==> config.mk <==
export PLATFORM = sky130hd
export DESIGN_NAME = fwd_hazard_unit
export DESIGN_NICKNAME = d
export VERILOG_FILES = /design/src/rtl/fwd_hazard_pkg.sv /design/src/rtl/fwd_reg_match.sv /design/src/rtl/fwd_src_pick.sv /design/src/rtl/fwd_hazard_unit.sv
export SDC_FILE = /design/constraint.sdc
export NUM_CORES = 1
export LEC_CHECK = 0
export ABC_AREA = 1
export BUFFER_PORTS_ARGS = -buffer_cell sky130_fd_sc_hd__buf_2
export CELL_PAD_IN_SITES_DETAIL_PLACEMENT = 0
export CELL_PAD_IN_SITES_GLOBAL_PLACEMENT = 2
export CORE_ASPECT_RATIO = 1.1
export CORE_UTILIZATION = 19
export DETAILED_ROUTE_END_ITERATION = 10
export PLACE_DENSITY = 0.84
export SLEW_MARGIN = 5
export SYNTH_ARGS = -nofsm -noshare
export SYNTH_HDL_FRONTEND = slang
export SYNTH_SLANG_ARGS = --single-unit
==> constraint.sdc <==
create_clock -name vclk -period 1
set_clock_uncertainty 0.1 [all_clocks]
set_input_delay 0.15 -clock vclk [all_inputs]
set_output_delay 0.15 -clock vclk [all_outputs]
set_load 0.01 [all_outputs]
==> src/rtl/fwd_hazard_pkg.sv <==
package fwd_hazard_pkg;

    // Forwarding source encoding seen by the execute-stage operand muxes.
    typedef enum logic [1:0] {
        SRC_RF  = 2'b00,
        SRC_MEM = 2'b01,
        SRC_WB  = 2'b10
    } fwd_src_e;

    // Match result of one operand against one producing stage.
    typedef struct packed {
        logic hit;
        logic ld;
    } stage_hit_t;

endpackage

==> src/rtl/fwd_reg_match.sv <==
module fwd_reg_match #(
    parameter int REG_W = 5
) (
    input  logic [REG_W-1:0] src_idx,
    input  logic             src_used,
    input  logic [REG_W-1:0] dst_idx,
    input  logic             dst_wr,
    input  logic             dst_ld,
    output fwd_hazard_pkg::stage_hit_t match_o
);
    import fwd_hazard_pkg::*;

    stage_hit_t res_d;

    // A producer counts only for a real register read of a nonzero index.
    always_comb begin
        res_d     = '0;
        res_d.hit = src_used && dst_wr && (src_idx != '0) && (src_idx == dst_idx);
        res_d.ld  = res_d.hit && dst_ld;
    end

    assign match_o = res_d;

endmodule

==> src/rtl/fwd_src_pick.sv <==
module fwd_src_pick (
    input  fwd_hazard_pkg::stage_hit_t mem_m,
    input  fwd_hazard_pkg::stage_hit_t wb_m,
    output logic [1:0]                 sel_o,
    output logic                       wait_o
);
    import fwd_hazard_pkg::*;

    typedef struct packed {
        fwd_src_e sel;
        logic     wait_ld;
    } pick_t;

    pick_t pick_d;

    // Younger producer first; a load still in memory has no data yet.
    always_comb begin
        pick_d.sel     = SRC_RF;
        pick_d.wait_ld = mem_m.ld;
        if (mem_m.hit && !mem_m.ld) begin
            pick_d.sel = SRC_MEM;
        end else if (wb_m.hit) begin
            pick_d.sel = SRC_WB;
        end
    end

    assign sel_o  = pick_d.sel;
    assign wait_o = pick_d.wait_ld;

endmodule

==> src/rtl/fwd_hazard_unit.sv <==
module fwd_hazard_unit #(
    parameter int REG_W = 5
) (
    input  logic [REG_W-1:0] ex_src_a,
    input  logic [REG_W-1:0] ex_src_b,
    input  logic             ex_use_a,
    input  logic             ex_use_b,
    input  logic [REG_W-1:0] mem_dst,
    input  logic             mem_wr,
    input  logic             mem_ld,
    input  logic [REG_W-1:0] wb_dst,
    input  logic             wb_wr,
    output logic [1:0]       fwd_a_sel,
    output logic [1:0]       fwd_b_sel,
    output logic             freeze
);
    import fwd_hazard_pkg::*;

    localparam int NUM_OPS = 2;

    logic [REG_W-1:0]   op_idx  [NUM_OPS];
    logic               op_used [NUM_OPS];
    logic [1:0]         op_sel  [NUM_OPS];
    logic [NUM_OPS-1:0] op_wait;

    assign op_idx[0]  = ex_src_a;
    assign op_idx[1]  = ex_src_b;
    assign op_used[0] = ex_use_a;
    assign op_used[1] = ex_use_b;

    for (genvar g = 0; g < NUM_OPS; g++) begin : g_op
        stage_hit_t mem_m;
        stage_hit_t wb_m;

        fwd_reg_match #(.REG_W(REG_W)) u_mem_match (
            .src_idx  (op_idx[g]),
            .src_used (op_used[g]),
            .dst_idx  (mem_dst),
            .dst_wr   (mem_wr),
            .dst_ld   (mem_ld),
            .match_o  (mem_m)
        );

        // The writeback value is final even for a load.
        fwd_reg_match #(.REG_W(REG_W)) u_wb_match (
            .src_idx  (op_idx[g]),
            .src_used (op_used[g]),
            .dst_idx  (wb_dst),
            .dst_wr   (wb_wr),
            .dst_ld   (1'b0),
            .match_o  (wb_m)
        );

        fwd_src_pick u_pick (
            .mem_m  (mem_m),
            .wb_m   (wb_m),
            .sel_o  (op_sel[g]),
            .wait_o (op_wait[g])
        );
    end

    assign fwd_a_sel = op_sel[0];
    assign fwd_b_sel = op_sel[1];
    assign freeze    = |op_wait;

endmodule

Yosys cells after proc, flatten, opt, wreduce, memory -nomap -nowiden
Cells that the tools add are included.

storage, ports and cells
  bits in registers = 0

operators by class
  reductions and logical operators = 21
  equality and inequality tests = 4
  mux-type cells = 4

operators by type and width
  operator             count
  $eq A5 B5 Y1         4
  $logic_and A1 B1 Y1  16
  $reduce_bool A5 Y1   2
  $mux W2              4
  $logic_not A1 Y1     2
  $reduce_or A2 Y1     1

Logic depth before layout (Yosys ltp)
  depth after elaboration = 7
  mapped depth = 9
  gate-level depth less buffers = 9

Cells and area by module
From an unflattened synthesis, not the netlist that was laid out.

second synthesis, totals
  cell total of the unflattened synthesis = 128
  area total of the unflattened synthesis = 623.1 µm²

by module, submodules not included
  module           instances  area an instance (µm²)  cells each
  fwd_reg_match    4          136.4                   28
  fwd_src_pick     2          31.3                    6
  fwd_hazard_unit  1          15.0                    4

Worst setup path after synthesis
Ideal clock, no wire load.

  kind = input to output
  from = in ex_src_a[3]
  to = out fwd_a_sel[1]
  data arrival time = 689 ps
  cell stages on the path = 7
  slack = 61 ps
  data required time = 750 ps
  buffers on the path = 0
  cell sequence = inv_1 a21oi_1 nand2_2 nor2_4 nand3_2 nand2_1 inv_1

between the ends
  cells in the longest elaborated chain, start to end = 7
  elaborated cells on any way between the ends = 12
  classes of those cells = 2 x eq/ne; 2 x mux; 8 x reduce/logical

RTL lines
  item                              RTL line               source
  start: declaration                fwd_hazard_unit.sv:4   input logic [REG_W-1:0] ex_src_a,
  $reduce_bool A5 Y1                fwd_reg_match.sv:18    res_d.hit = src_used && dst_wr && (src_idx != '0) && (src_idx == dst_idx);
  $logic_and A1 B1 Y1 (2 in a row)  fwd_reg_match.sv:18
  $logic_and A1 B1 Y1               fwd_reg_match.sv:19    res_d.ld = res_d.hit && dst_ld;
  $logic_not A1 Y1                  fwd_src_pick.sv:20     if (mem_m.hit && !mem_m.ld) begin
  $logic_and A1 B1 Y1               fwd_src_pick.sv:20
  $mux W2 *                         fwd_src_pick.sv:20
  end: declaration                  fwd_hazard_unit.sv:13  output logic [1:0] fwd_a_sel,

Mark *: on every way between the ends. The rest lies on a longest branch, timed or not.

Final worst setup path
  from = in ex_use_a
  to = out fwd_a_sel[1]

between the ends
  cells in the longest elaborated chain, start to end = 7
  elaborated cells on any way between the ends = 11
  classes of those cells = 2 x mux; 9 x reduce/logical

RTL lines
  item                              RTL line              source
  start: declaration                fwd_hazard_unit.sv:6  input logic ex_use_a,
  $logic_and A1 B1 Y1 (3 in a row)  fwd_reg_match.sv:18
  $logic_and A1 B1 Y1               fwd_reg_match.sv:19
  $logic_not A1 Y1                  fwd_src_pick.sv:20
  $logic_and A1 B1 Y1               fwd_src_pick.sv:20
  $mux W2 *                         fwd_src_pick.sv:20

Marked as above.

==> results.toml <==
[status]
status = "finished, violations left"
failed_checks = "negative setup slack"

[hold_path]
hold_class = "in -> out"

[die]
die_h_um = 55.56
initial_core_util = 0.1985
ios = 30
coreArea_um2 = 2496
die_area_um2 = 2816
die_x_um = 50.69
core.rowCount = 19

[yosys]
yosysSeqAreaShare = 0
synth_area_um2 = 495.5
synth_warnings = 0
synthesis.nets = 137
syn_area_per_cell_um2 = 4.424
synthCells = 112
yosysUniqueCellTypes = 16

[sta]
period_share = 1.184
setup_tns_ps = -735.8
rsz0062_at_grt = "true"
hold_viol_final = 0
post-route-min-period_ps = 1184
tightestPinTransition_ps = 146.4
setup_violations = 5
setup_ws_ps = -184.0
whs_ps = 567.7
fmax_mhz = 844.6
drv_slew = 0
relSlewSlack = 0.9014

[power_and_ir_drop]
power_density_nw_per_um2 = 369.7
p_total_mw = 0.3455
p_leak_nw = 0.5283
ir_worst_vdd_mv = 0.1433

[run]
maxCapViolCount = 0

[worst_setup_path]
path_delay_family = "simple AND/OR/NAND/NOR gates"
arrival_ps = 930
worst_setup_path_start_kind = "input port"
crit_buf_inv = 3
cpPeakStageDelay_ps = 140
endpoint_kind = "primary output"
critPathSlowestCell = "nor2_4"
path_cells = "buf_2, nand2_2, a21oi_2, nand2_2, nor2_4, nand3_2, nand2_1, inv_1, buf_2"
worst-setup-path-type = "in -> out"
cp.required_ps = 750
path_max_fanout = 2

[layout]
finalInstanceArea_um2 = 934.6
layout_commonest_cell = "nand2_1"
mostFrequentLayoutCells = "35 x nand2_1, 12 x inv_1, 12 x buf_2"
flops_and_latches = 0
layout-drive-gt1-share = 0.4965
diodes = 0
final-seq-area_um2 = 0
n_clock_buffer = 0
area_growth_pct = 88.64
fin_util = 0.3744
nets = 170
final_cell_count_no_fill = 174
fillCellCount = 295

[place]
io_buffers = 30
pre_cts_ws_ps = -283.1
placed_area_um2 = 691.9
gp_congestion = 0.7495
hpwl_um = 1449
dp.cells = 174

[grt]
antenna_found_initial = 0
grt.overflow.total = 0
grt_pass1_wl_um = 2753
grt_max_degree = 5
grt_pass1_vias = 695
grt.total_usage = 0.1230

[clocking]
hold_buffers = 0

[detailed_routing]
drc_errors = 0
wl_per_cell_um = 9.178
drtPass1Iterations = 4
ant_nets = 0
wirelength_um = 1597
drt-initial-drc-count = 7
num_vias = 714
routed_via_density = 4.103
cells in the mapped netlist:
| cell type | instances | area (um^2) |
|---|---|---|
| nand2_2 | 1 | 6.260 |
| nor2_1 | 16 | 60.06 |
| nand3_1 | 6 | 30.03 |
| nand3_2 | 1 | 10.01 |
| nor2_4 | 1 | 11.26 |
| inv_2 | 4 | 15.01 |
| nand4_1 | 2 | 12.51 |
| clkinv_1 | 1 | 3.750 |
| nor3_1 | 1 | 5.000 |
| xnor2_1 | 6 | 52.55 |
| o21ai_0 | 5 | 25.02 |
| a21oi_1 | 2 | 10.01 |
| nand2_1 | 45 | 168.9 |
| nor2b_1 | 1 | 6.260 |
| o21bai_1 | 1 | 7.510 |
| inv_1 | 19 | 71.32 |
layout make-up:
| type | instances | area [um^2] | share of cell area |
|---|---|---|---|
| well taps | 31 | 38.79 | 0.04150 |
| inverters | 24 | 97.59 | 0.1044 |
| multi-input cells | 88 | 508.0 | 0.5435 |
| repair buffers | 31 | 290.3 | 0.3106 |
routing by layer:
metal,vias to the layer above,part of all wire,GRT usage
met5,-,0,0
met4,0,0,0
met3,0,0.048,0.005510
met2,19,0.53,0.2400
met1,296,0.43,0.1533
li1,399,-,-
repair_timing:
action                     in CTS  in global routing
buffers inserted                0                  0
pin swaps                      23                 13
gates resized for setup        53                 19
setup endpoints to repair       5                  5
final timing paths:
| kind | endpoint | cells past startpoint | from |
|---|---|---|---|
| max | fwd_a_sel[1] | 9 | ex_use_a |
| min | freeze | 4 | mem_ld |
where the power goes:
part	total (mW)	leakage, nW	internal [mW]	switching [mW]
Combinational	0.346	0.528	0.180	0.165
Sequential	0	0	0	0
Clock	0	0	0	0
Total	0.346	0.528	0.180	0.165
cells by family after synthesis:
| logic type | count (synthesis) | share of synthesized area |
|---|---|---|
| simple gates | 74 | 0.6263 |
| buf+inv | 24 | 0.1818 |
| xor+xnor | 6 | 0.1061 |
| compound gates | 8 | 0.08586 |
No activity file was read; power rests on OpenSTA's default activity.
